--- src/rtl/pfdx_pkg.sv ---
package pfdx_pkg;

  typedef enum logic [1:0] {
    STEER_NONE = 2'd0,
    STEER_UP   = 2'd1,
    STEER_DN   = 2'd2
  } steer_e;

  typedef enum logic [1:0] {
    EDGE_NONE = 2'd0,
    EDGE_REF  = 2'd1,
    EDGE_DIV  = 2'd2
  } edge_e;

  // strobes from control to datapath
  typedef struct packed {
    logic rawDiff;
    logic forceHi;
    logic forceLo;
    logic closeWin;
  } strobe_t;

endpackage

--- src/rtl/pfdx_ctrl.sv ---
module pfdx_ctrl
  import pfdx_pkg::*;
#(
  parameter int WIN_W   = 10,
  parameter int ALT_REL = 4,
  localparam int ALT_W  = (ALT_REL > 2) ? $clog2(ALT_REL) : 1
) (
  input  logic             clk,
  input  logic             rst,
  input  logic             refIn,
  input  logic             divIn,
  input  logic [WIN_W-1:0] winLen,
  output strobe_t          stb
);

  logic refPrev, divPrev;
  logic refHalf, divHalf;
  steer_e steer;
  edge_e lastEdge;
  logic [ALT_W-1:0] altCnt;
  logic [WIN_W-1:0] winCnt;

  logic refRise, divRise, refHalfRise, divHalfRise;
  logic bothRise, refOnly, divOnly, altEv, dblRef, dblDiv;
  logic [WIN_W-1:0] winEff;

  always_comb begin
    refRise     = refIn & ~refPrev;
    divRise     = divIn & ~divPrev;
    refHalfRise = refRise & ~refHalf;
    divHalfRise = divRise & ~divHalf;
    bothRise    = refHalfRise & divHalfRise;
    refOnly     = refHalfRise & ~divHalfRise;
    divOnly     = divHalfRise & ~refHalfRise;
    dblRef      = refOnly & (lastEdge == EDGE_REF);
    dblDiv      = divOnly & (lastEdge == EDGE_DIV);
    altEv       = bothRise | (refOnly & (lastEdge == EDGE_DIV))
                           | (divOnly & (lastEdge == EDGE_REF));
    winEff      = (winLen == '0) ? WIN_W'(1) : winLen;
  end

  // input edge history and toggle stages
  always_ff @(posedge clk) begin
    if (rst) begin
      refPrev <= 1'b0;
      divPrev <= 1'b0;
      refHalf <= 1'b0;
      divHalf <= 1'b0;
    end else begin
      refPrev <= refIn;
      divPrev <= divIn;
      refHalf <= refHalf ^ refRise;
      divHalf <= divHalf ^ divRise;
    end
  end

  // frequency steering state
  always_ff @(posedge clk) begin
    if (rst) begin
      steer    <= STEER_NONE;
      lastEdge <= EDGE_NONE;
      altCnt   <= '0;
    end else begin
      if (dblRef) begin
        steer  <= STEER_UP;
        altCnt <= '0;
      end else if (dblDiv) begin
        steer  <= STEER_DN;
        altCnt <= '0;
      end else if (altEv) begin
        if (altCnt >= ALT_W'(ALT_REL - 1)) steer <= STEER_NONE;
        else altCnt <= altCnt + 1'b1;
      end
      if (bothRise)     lastEdge <= EDGE_NONE;
      else if (refOnly) lastEdge <= EDGE_REF;
      else if (divOnly) lastEdge <= EDGE_DIV;
    end
  end

  // averaging window counter
  always_ff @(posedge clk) begin
    if (rst) winCnt <= '0;
    else if (stb.closeWin) winCnt <= '0;
    else winCnt <= winCnt + 1'b1;
  end

  always_comb begin
    stb.rawDiff  = refHalf ^ divHalf;
    stb.forceHi  = (steer == STEER_UP);
    stb.forceLo  = (steer == STEER_DN);
    stb.closeWin = (winCnt >= winEff - WIN_W'(1));
  end

endmodule

--- src/rtl/pfdx_dp.sv ---
module pfdx_dp
  import pfdx_pkg::*;
#(
  parameter int AVG_W = 11
) (
  input  logic                    clk,
  input  logic                    rst,
  input  strobe_t                 stb,
  output logic                    errBit,
  output logic signed [AVG_W-1:0] avgOut,
  output logic                    avgValid
);

  logic signed [AVG_W-1:0] acc, step, sum;

  always_comb begin
    errBit = stb.forceHi | (stb.rawDiff & ~stb.forceLo);
    step   = errBit ? AVG_W'(1) : {AVG_W{1'b1}};
    sum    = acc + step;
  end

  always_ff @(posedge clk) begin
    if (rst) begin
      acc      <= '0;
      avgOut   <= '0;
      avgValid <= 1'b0;
    end else if (stb.closeWin) begin
      acc      <= '0;
      avgOut   <= sum;
      avgValid <= 1'b1;
    end else begin
      acc      <= sum;
      avgValid <= 1'b0;
    end
  end

endmodule

--- src/rtl/xor_halving_pfd.sv ---
module xor_halving_pfd
  import pfdx_pkg::*;
#(
  parameter int WIN_W   = 10,
  parameter int ALT_REL = 4,
  localparam int AVG_W  = WIN_W + 1
) (
  input  logic                    clk,
  input  logic                    rst,
  input  logic                    refIn,
  input  logic                    divIn,
  input  logic [WIN_W-1:0]        winLen,
  output logic                    errBit,
  output logic signed [AVG_W-1:0] avgOut,
  output logic                    avgValid
);

  strobe_t stb;

  pfdx_ctrl #(.WIN_W(WIN_W), .ALT_REL(ALT_REL)) ctrl_i (
    .clk(clk), .rst(rst), .refIn(refIn), .divIn(divIn),
    .winLen(winLen), .stb(stb)
  );

  pfdx_dp #(.AVG_W(AVG_W)) dp_i (
    .clk(clk), .rst(rst), .stb(stb),
    .errBit(errBit), .avgOut(avgOut), .avgValid(avgValid)
  );

endmodule

--- config.mk ---
export PLATFORM = sky130hd
export DESIGN_NAME = xor_halving_pfd
export DESIGN_NICKNAME = d
export VERILOG_FILES = /design/src/rtl/pfdx_pkg.sv /design/src/rtl/pfdx_ctrl.sv /design/src/rtl/pfdx_dp.sv /design/src/rtl/xor_halving_pfd.sv
export SDC_FILE = /design/constraint.sdc
export NUM_CORES = 1
export LEC_CHECK = 0
export BUFFER_PORTS_ARGS = -buffer_cell sky130_fd_sc_hd__buf_4
export CAP_MARGIN = 10
export CORE_MARGIN = 5
export CORE_UTILIZATION = 50
export CTS_CLUSTER_SIZE = 24
export DETAILED_ROUTE_END_ITERATION = 12
export PLACE_DENSITY = 0.75
export SETUP_SLACK_MARGIN = 0.02
export SLEW_MARGIN = 30
export SYNTH_ARGS = -nofsm -noshare
export SYNTH_HDL_FRONTEND = slang
export SYNTH_HIERARCHICAL = 1
export SYNTH_SLANG_ARGS = --single-unit
--- constraint.sdc ---
create_clock -name clk -period 4.3 [get_ports clk]
set_input_delay 1.075 -clock clk [delete_from_list [all_inputs] [get_ports clk]]
set_output_delay 1.075 -clock clk [all_outputs]
set_load 0.01 [all_outputs]
After elaboration in Yosys (flattened, before gate mapping)
Cells that the tools add are included.
{"block": "totals", "register_bits": 43, "inputBits": 14, "out_inout_bits": 13}
{"block": "classes", "n_mux": 9, "magnitude_cmp": 2, "n_addsub": 4, "n_eq_ne": 4, "n_reduce_logical": 14, "bitwise_logic": 26}
{"op": "1-bit AND", "n": 12}
{"op": "11-bit adder", "n": 1}
{"op": "11-bit 2-to-1 mux", "n": 1}
{"op": "10-bit by 1-bit adder with 10-bit output, second input constant", "n": 1}
{"op": "10-bit >= comparator", "n": 1}
{"op": "10-bit logical NOT", "n": 1}
{"op": "10-bit 2-to-1 mux", "n": 1}
{"op": "10-bit by 1-bit subtractor with 10-bit output, second input constant", "n": 1}
{"op": "1-bit NOT", "n": 8}
{"op": "2-bit 2-to-1 mux", "n": 3}
{"op": "2-bit AND reduction", "n": 3}
{"op": "2-bit nonzero test", "n": 3}
{"op": "3-bit nonzero test", "n": 2}
{"op": "2-bit OR reduction", "n": 3}
{"op": "3-bit OR reduction", "n": 2}
{"op": "2-bit by 1-bit == test with 1-bit output, second input constant", "n": 2}
{"op": "2-bit == test, second input constant", "n": 2}
{"op": "1-bit 2-to-1 mux", "n": 4}
{"op": "1-bit OR", "n": 3}
{"op": "1-bit bitwise XOR", "n": 3}
{"op": "2-bit by 1-bit adder with 2-bit output, second input constant", "n": 1}
{"op": "2-bit >= comparator, second input constant", "n": 1}

Longest topological paths before layout
Gate-level depths: netlist (run 1).
{"block": "logic_depth", "ltp_word": 11, "ltp_mapped": 14, "ltp_nobuf": 14}

Hierarchy
Netlist (run 1), hierarchy kept.
{"mod": "pfdx_ctrl", "cells_per_inst": 149, "area_per_inst_um2": 1358.8, "n_inst": 1, "seq_area_each_um2": 400.4}
{"mod": "pfdx_dp", "cells_per_inst": 126, "area_per_inst_um2": 1151.1, "n_inst": 1, "seq_area_each_um2": 460.4}

Worst setup path before layout (run 1)
OpenSTA, ideal clock, no wires.
{"block": "synth_path", "path_kind": "input port to flip-flop", "startpoint": "input port winLen[7]", "endpoint": "register dp_i.acc[4]", "path_slack_ns": 0.341, "arrival_time_ns": 3.879, "path_buffers": 1, "path_stages": 14, "required_time_ns": 4.220, "path_cell_list": "nor3_1 > a31oi_1 > ha_1 > nor3b_1 > nand2_1 > nor3_1 > xnor2_1 > ha_1 > o21ai_0 > nor2_1 > or4_1 > or2_2 > clkbuf_1 > nor3b_1"}
{"element": "from (decl)", "line_no": "xor_halving_pfd.sv:12", "text": "input logic [WIN_W-1:0] winLen,"}
{"element": "to (signal assigned)", "line_no": "pfdx_dp.sv:32", "text": "acc <= sum;"}
{"element": "to (decl)", "line_no": "pfdx_dp.sv:14", "text": "logic signed [AVG_W-1:0] acc, step, sum;"}

==> summary.md, run 1 <==
| Metric | Value |
|---|---|
| Clk root buf | clkbuf_8 |
| Crit path required time | 4.52 ns |
| Die ar. | 6540 µm² |
| CP Class | primary input to flip-flop |
| Outcome | finished clean |
| Post-synthesis sequential area ratio | 34.3% |
| Hpwl dp | 3520 µm |
| P&R area growth vs syn | 16.9% |
| Final worst slack | 0.387 ns |
| # IOs | 27 |
| Post-Syn Instances | 275 |
| Power Dens Cells | 474 nW/µm² |
| Switch Pwr | 0.470 mW |
| Avg Inst Size Synth | 9.13 µm² |
| Via count | 2,019 |
| Cts hold-fix bufs | 0 |
| Placer Congestion | 0.833 |
| Initial Utilization | 52.4% |
| Proportion of layout cells with a drive suffix above 1 | 19.2% |
| CTS Buf Count | 5 |
| N_diodes | 0 |
| H-tree Lvls | 2 |
| Sink Count | 43 |
| Setup crit end kind | flip-flop |
| Mapped Area | 2510 µm² |
| Buffers on Ports | 26 |
| # Post-CTS Setup Buffers | 0 |
| Wire per inst | 12.4 µm |
| Grt ovf | 0 |
| Vias in the first global route | 1,986 |
| Final worst path period share | 91.0% |
| Max-cap viol count | 0 |
| Std cell rows | 25 |
| Prevailing post-synth register cell | dfxtp_1 |
| Setup Skew | 0.0133 ns |
| Vias per cell | 5.38 |
| Setup TNS | 0 ns |
| Clock Tree Buf Depth | 2 |
| Hold_ws | 0.478 ns |
| GRT Util Overall | 16.1% |
| Synth cell types | 52 |
| CTS tree | built |
| Post-synth ARST share | 0% |
| Clock network fraction of design power | 26.6% |
| Core box area | 4790 µm² |
| Pre-CTS setup slack | -0.0576 ns |
| Hold_sp | dp_i/acc[0] |
| Int Power | 0.922 mW |
| Global-route wire length before repair | 8420 µm |
| First-pass DRT Iterations | 4 |
| Worst Hold Class | flip-flop to flip-flop |
| Seq pwr share | 34.0% |
| EDFF count, synth | 0 |
| Crit start category | primary input |
| DRT antenna net count | 0 |
| Synth Register Bits | 43 |
| Final WL | 4630 µm |
| Worst-skew pair later-pin latency | 0.30 ns |
| Die Wd | 80.9 µm |
| RR Startpoint | ctrl_i/steer[1] |
| Slew headroom | 78.2% |
| Worst-path fanout max | 7 |
| Reg2Reg Setup Slack | 1.60 ns |
| Fmax | 256 MHz |
| Final Slew Violations | 0 |
| Fill cell count | 425 |
| Largest net degree at the start of global routing | 25 |
| Worst Path Arrival | 4.13 ns |
| # setup viols final | 0 |
| Peak supply drop | 0.000241 V |
| CTS resizes | 0 |
| Final Hold Viols | 0 |
| Worst R2R End | dp_i/avgOut[8] |
| Combinational share of power | 39.4% |
| Reg clk slew, reported paths | 0.08 ns |
| Switch share | 33.7% |
| Worst-margin pin slew | 0.323 ns |
| Iteration-0 DRC Markers | 58 |
| Die span in y | 80.9 µm |
| Drt drc | 0 |
| RSZ-0062 raised after global routing | no |
| Crit path capture | dp_i/acc[4] |
| R2R depth | 11 |
| YS warnings | 6 |
| Worst Setup SP | winLen[7] |
| Final Net Count | 349 |
| Synthesized Nets | 317 |
| Antenna violations before repair | 0 |
| Leak | 1.27 nW |
| Final min period | 3.91 ns |
-- stage by stage --
| stage | utilization [%] | cell area [µm²] | std cells | power [mW] |
|---|---|---|---|---|
| after detailed placement | 58.5 | 2800 | 367 | 1.02 |
| after floorplan | - | 2510 | 275 | 0.914 |
| after global placement | 58.5 | 2800 | 367 | 1.02 |
| after global routing | 61.3 | 2940 | 375 | 1.51 |
| after CTS | 61.2 | 2930 | 375 | 1.40 |
| final | 61.3 | 2940 | 375 | 1.39 |
-- power by group through the flow --
stage	registers (mW)	clock network (mW)	logic, mW
finish	0.473	0.370	0.549
global route	0.480	0.398	0.628
CTS	0.474	0.376	0.547
detailed placement	0.483	0	0.540
global placement	0.482	0	0.533
floorplan	0.478	0	0.436
-- cell usage in the layout (no fill, tap or decap), drive strengths merged, types with 2 or more instances in the layout --
cell type	instances
nor3b	3
xnor2	9
nand2b	5
clkbuf	6
a32o	3
nor2	20
mux2i	4
or2	2
nand3b	2
nand2	13
or3	5
inv	17
a21o	4
nor3	18
nand3	7
and3b	2
o21ai	9
dfxtp	43
a21oi	18
nand4	4
or4	4
o31ai	2
buf	32
and2	2
nor2b	8
xor2	12
ha	27
bufinv	2
and3	4
a211oi	5
-- flip-flops by register name (all words and copies together) (netlist names), 2 cells and up --
signal,flops
dp_i/avgOut,11
ctrl_i/winCnt,10
ctrl_i/steer,2
ctrl_i/lastEdge,2
dp_i/acc,11
ctrl_i/altCnt,2
-- cells by family (layout without fill, tap and decap cells) --
group	after synthesis	in the layout	share of synthesized area, %
muxes	4	4	1.60
and+or+nand+nor	102	102	24.0
DFF	43	43	34.3
AOI/OAI and AO/OA	53	53	14.5
buffers and inverters	24	57	3.99
xor gates and xnor gates	21	21	7.33
adders and majority gates	28	28	14.3
-- layout make-up --
type / count / area [µm²] / area share [%]
Inverter: 17 / 63.8 / 2.17
Timing Repair Buffer: 32 / 240 / 8.18
Sequential cell: 43 / 861 / 29.3
Tap cell: 67 / 83.8 / 2.86
Clock inverter: 2 / 60.1 / 2.05
Clock buffer: 6 / 72.6 / 2.47
Multi-Input combinational cell: 208 / 1550 / 52.9
-- synthesized netlist by cell type, types with 2 or more instances --
master    number  area share, %
inv_1         17            2.5
dfxtp_1       43             34
nor3_1         9            1.8
or4_1          3           0.90
nand2_1       13            1.9
ha_1          27             13
nor3_2         9            3.6
xnor2_1        9            3.1
o21ai_1        4           0.80
or2_2          2           0.50
and3b_1        2           0.70
and3_1         4            1.0
a21oi_2        2           0.70
clkbuf_1       4           0.60
a211oi_1       4            1.2
or3_1          5            1.2
nand3b_1       2           0.60
nand3_1        7            1.4
xor2_1        12            4.2
buf_2          2           0.40
nand2b_1       5            1.2
nor3b_1        2           0.60
a21o_1         4            1.2
and2_1         2           0.50
nor2b_1        8            2.0
mux2i_1        4            1.6
o21ai_0        5            1.0
o31ai_1        2           0.60
nor2_1        20            3.0
a21oi_1       16            3.2
nand4_1        4            1.0
a32o_1         3            1.2
-- worst min path at each step --
| stage | endpoint | depth (start not counted) |
|---|---|---|
| final | dp_i/acc[0] | 1 |
| after detailed placement | dp_i/acc[0] | 1 |
| after global placement | dp_i/acc[0] | 1 |
| after floorplan | dp_i/acc[0] | 1 |
| after global routing | dp_i/acc[0] | 1 |
| after CTS | dp_i/acc[0] | 1 |
-- per-layer routing --
layer	global-route usage [%]	wire length, µm	vias up
li1	-	-	1049
met1	19.9	2220	932
met2	27.3	2180	31
met3	4.10	177	7
met4	5.24	54	0
met5	0	0	-
-- critical path, cell delays in order --
cell and delay (ns):
buf_4 0.12, nor3_1 0.31, a31oi_1 0.17, ha_1 0.25
nor3b_2 0.17, nand2_1 0.09, nor3_1 0.06, xnor2_1 0.12
ha_1 0.29, o21ai_0 0.15, nor2_1 0.07, or4_1 0.64
or2_2 0.41, nor3b_1 0.19
No activity file was read; power rests on OpenSTA's default activity.
==> inputs of run 2 (changes only) <==
--- a/config.mk
+++ b/config.mk
@@ -9,6 +9,7 @@
 export CAP_MARGIN = 10
 export CORE_MARGIN = 5
 export CORE_UTILIZATION = 50
+export CTS_BUF_LIST = sky130_fd_sc_hd__clkbuf_8
 export CTS_CLUSTER_SIZE = 24
 export DETAILED_ROUTE_END_ITERATION = 12
 export PLACE_DENSITY = 0.75
@@ -16,5 +17,4 @@
 export SLEW_MARGIN = 30
 export SYNTH_ARGS = -nofsm -noshare
 export SYNTH_HDL_FRONTEND = slang
-export SYNTH_HIERARCHICAL = 1
 export SYNTH_SLANG_ARGS = --single-unit
==> run 2 against run 1 <==
Utilization is 1.8 points lower. Wire length decreased by 4.9%. First-iteration DRC count rose by 40%. Sequential power hardly changed. Via count fell by 6.0%.
==> summary.md, run 2 <==
| Metric | Value |
|---|---|
| CTS Buf Count | 5 (unchanged) |
| RR Startpoint | ctrl_i.divHalf |
| Die span in y | 79.7 µm (-1.4%) |
| Global-route wire length before repair | 7720 µm (-8.3%) |
| Leak | 1.31 nW (+3.5%) |
| Post-DP Area | 2720 µm² (-2.8%) |
| Die Wd | 79.7 µm (-1.4%) |
| # IOs | 27 (unchanged) |
| Via count | 1,898 (-6.0%) |
| Mapped Area | 2430 µm² (-3.1%) |
| Final WL | 4410 µm (-4.9%) |
| H-tree Lvls | 2 (unchanged) |
| CP Class | primary input to flip-flop |
| Reg2Reg Setup Slack | 1.32 ns (-0.28 ns) |
| Synth Register Bits | 43 (unchanged) |
| Worst-margin pin slew | 0.415 ns (+0.0916 ns) |
| Sink Count | 43 (unchanged) |
| Slew headroom | 72.3% (-5.9 points) |
| Hold path cells | 2 (+1) |
| Synth cell count leaders | 43 x dfxtp_1, 36 x nor2_1, 27 x ha_1 |
| Placer Congestion | 0.810 (-2.8%) |
| Post-synthesis sequential area ratio | 35.4% (+1.1 points) |
| Critical path's largest stage delay | 0.52 ns (-0.12 ns) |
| Proportion of layout cells with a drive suffix above 1 | 16.6% (-2.6 points) |
| Peak supply drop | 0.000325 V (+35%) |
| EDFF count, synth | 0 (unchanged) |
| N_diodes | 0 (unchanged) |
| Placed instance count | 356 (-3.0%) |
| Drt drc | 0 (unchanged) |
| Outcome | finished clean |
| # setup viols final | 0 (unchanged) |
| Area share of the largest cell type after synthesis | 35.4% (+1.1 points) |
| Fmax | 245 MHz (-4.1%) |
| Post-synth ARST share | 0% (unchanged) |
| Setup crit end kind | flip-flop |
| Post-Syn Instances | 265 (-3.6%) |
| Std cell rows | 25 (unchanged) |
| Vias in the first global route | 1,809 (-8.9%) |
| First-pass DRT Iterations | 4 (unchanged) |
| Pre-CTS setup slack | -0.110 ns (-0.0523 ns) |
| Die ar. | 6360 µm² (-2.7%) |
| Grt ovf | 0 (unchanged) |
| Crit path required time | 4.52 ns (about the same) |
| Hold_sp | dp_i.avgOut[0] |
| Max-cap viol count | 0 (unchanged) |
| DRT antenna net count | 0 (unchanged) |
| Buffers on Ports | 26 (unchanged) |
| Commonest non-fill, non-tap cell in the layout | dfxtp_1 |
| Regs by FF count | dp_i.acc: 11 flops, dp_i.avgOut: 11 flops, ctrl_i.winCnt: 10 flops |
| Worst-skew pair later-pin latency | 0.29 ns (about the same) |
| Final worst path period share | 94.9% (+3.9 points) |
| YS warnings | 0 (-6) |
| Final worst slack | 0.219 ns (-0.169 ns) |
| R2R depth | 10 (-1) |
| Worst-path fanout max | 25 (+18) |
| Cts hold-fix bufs | 0 (unchanged) |
| Switch share | 35.2% (+1.4 points) |
| Hpwl dp | 3260 µm (-7.2%) |
| Initial Utilization | 51.5% (-0.95 points) |
| Combinational share of power | 45.7% (+6.3 points) |
| Most frequent cells in the layout | 43 x dfxtp_1, 36 x nor2_1, 29 x buf_4, 27 x ha_1, 16 x inv_1 |
| Worst Hold Class | flip-flop to flip-flop |
| Synth cell types | 48 (-7.7%) |
| P&R area growth vs syn | 15.6% |
| # Post-CTS Setup Buffers | 0 (unchanged) |
| Setup Skew | 0.00186 ns (-0.0114 ns) |
| Final core occ | 59.5% (-1.8 points) |
| Final Net Count | 338 (-3.2%) |
| Switch Pwr | 0.470 mW (about the same) |
| Avg Inst Size Synth | 9.18 µm² (+0.57%) |
| Iteration-0 DRC Markers | 81 (+40%) |
| Clock network fraction of design power | 18.9% (-7.7 points) |
| Worst path cell trace | buf_4, or4_1, or3_1, nor4_1, nor2_1, ha_1, nand2_1, or3_1, nor3_1, xnor2_1, ha_1, nand4_1, a21oi_1, a221oi_4, buf_12, or2_2, a21oi_1 |
| Wire per inst | 12.1 µm (-1.8%) |
| Synthesized Nets | 307 (-3.2%) |
| Final Instance Count excl. Fillers | 363 (-3.2%) |
| Seq pwr share | 35.4% (+1.4 points) |
| Crit start category | primary input |
| Antenna violations before repair | 0 (unchanged) |
| Clk root buf | clkbuf_8 |
| Prevailing post-synth register cell | dfxtp_1 |
| Largest net degree at the start of global routing | 26 (+4.0%) |
| Worst Path Arrival | 4.31 ns (+0.18 ns) |
| GRT Util Overall | 15.0% (-1.1 points) |
| Synth area leader | dfxtp_1 |
| Int Power | 0.866 mW (-6.1%) |
| Core box area | 4720 µm² (-1.3%) |
| Crit path max-delay cell type | or4_1 |
| Hold endpoint | dp_i.avgOut[0] |
| Final Instance Area | 2810 µm² (-4.2%) |
| Count leader, synth | dfxtp_1 |
| Clock Tree Buf Depth | 2 (unchanged) |
| Reg clk slew, reported paths | 0.07 ns (about the same) |
| Worst R2R End | dp_i.avgOut[9] |
| CTS tree | built |
| Final min period | 4.08 ns (+0.169 ns) |
| RSZ-0062 raised after global routing | no |
| Power Dens Cells | 475 nW/µm² (+0.18%) |
| Vias per cell | 5.23 (-2.9%) |
| Final Hold Viols | 0 (unchanged) |
| Final Slew Violations | 0 (unchanged) |
| Synth top area cells | dfxtp_1 35%, ha_1 14%, nor2_1 5.6%, xnor2_1 4.7%, xor2_1 4.3% |
## run 2: changes by cell type in the layout (fill, tap and decap cells not counted), sizes merged, moves of 6 or more
cell,change
a21oi,-8
and3,+6
nor3,-10
nor2,+16
## run 2: worst max path at each step
stage	from	endpoint	slack [ns]	cells past startpoint
2_1_floorplan	winLen[5]	dp_i.avgOut[2]	0.19	16
3_3_place_gp	winLen[5]	ctrl_i.winCnt[9]	-0.0002	17
3_5_place_dp	winLen[5]	ctrl_i.winCnt[7]	-0.11	17
4_1_cts	winLen[5]	ctrl_i.winCnt[7]	0.19	17
5_1_grt	winLen[5]	dp_i.avgOut[1]	0.05	17
6_report	winLen[5]	dp_i.avgOut[1]	0.22	17
## run 2: final cells by class
type,count,area [µm²]
Timing Repair Buffer,30,238
Multi-Input combinational cell,200,1480
Sequential cell,43,861
Clock buffer,6,82.6
Fill cell,434,1910
Tap cell,67,83.8
Clock inverter,1,5.00
Inverter,16,60.1
## run 2: power by group through the flow
stage          Clock, mW  Combinational, mW  Sequential [mW]
2_1_floorplan          0              0.501            0.477
3_3_place_gp           0              0.596            0.481
3_5_place_dp           0              0.605            0.482
5_1_grt            0.285              0.692            0.477
4_1_cts            0.263              0.611            0.473
6_report           0.253              0.610            0.472
## run 2: routing by layer
metal | wire length, µm | part of all wire (%) | GRT usage, % | vias up
met1 | 2190 | 50 | 19.2 | 883
met2 | 2040 | 46 | 24.6 | 15
met5 | 0 | 0 | 0 | -
met3 | 126 | 2.9 | 4.51 | 5
met4 | 42 | 0.95 | 3.89 | 0
li1 | - | - | - | 995
## run 2: through the flow
step                power (mW)    TNS, ns  hold WS, ns
floorplan                0.978          0        0.433
global placement          1.08  -0.000157        0.464
detailed placement        1.09      -1.56        0.465
CTS                       1.35          0        0.476
global route              1.45          0        0.506
finish                    1.34          0        0.463
## run 2: what timing repair did
| action | in CTS | in global routing |
|---|---|---|
| resized for setup | 0 | 1 |
| endpoints found under the setup margin | 0 | 2 |
| hold endpoints to repair | 0 | 0 |
## run 2: cells by family after synthesis
group	synth area share (%)
flip-flops	35.4
adder cells (fa/ha/maj)	15.1
buffers and inverters	3.91
AO/OA/AOI/OAI	14.1
multiplexers	3.29
XOR/XNOR	9.00
AND/OR/NAND/NOR	19.2
## run 2: worst max-delay path, delay by kind of cell
kind            cells  cell delay [ns]
xor+xnor            1             0.12
simple gates        9             1.82
buf+inv             2             0.29
compound gates      3             0.48
fa+ha+maj           2             0.51
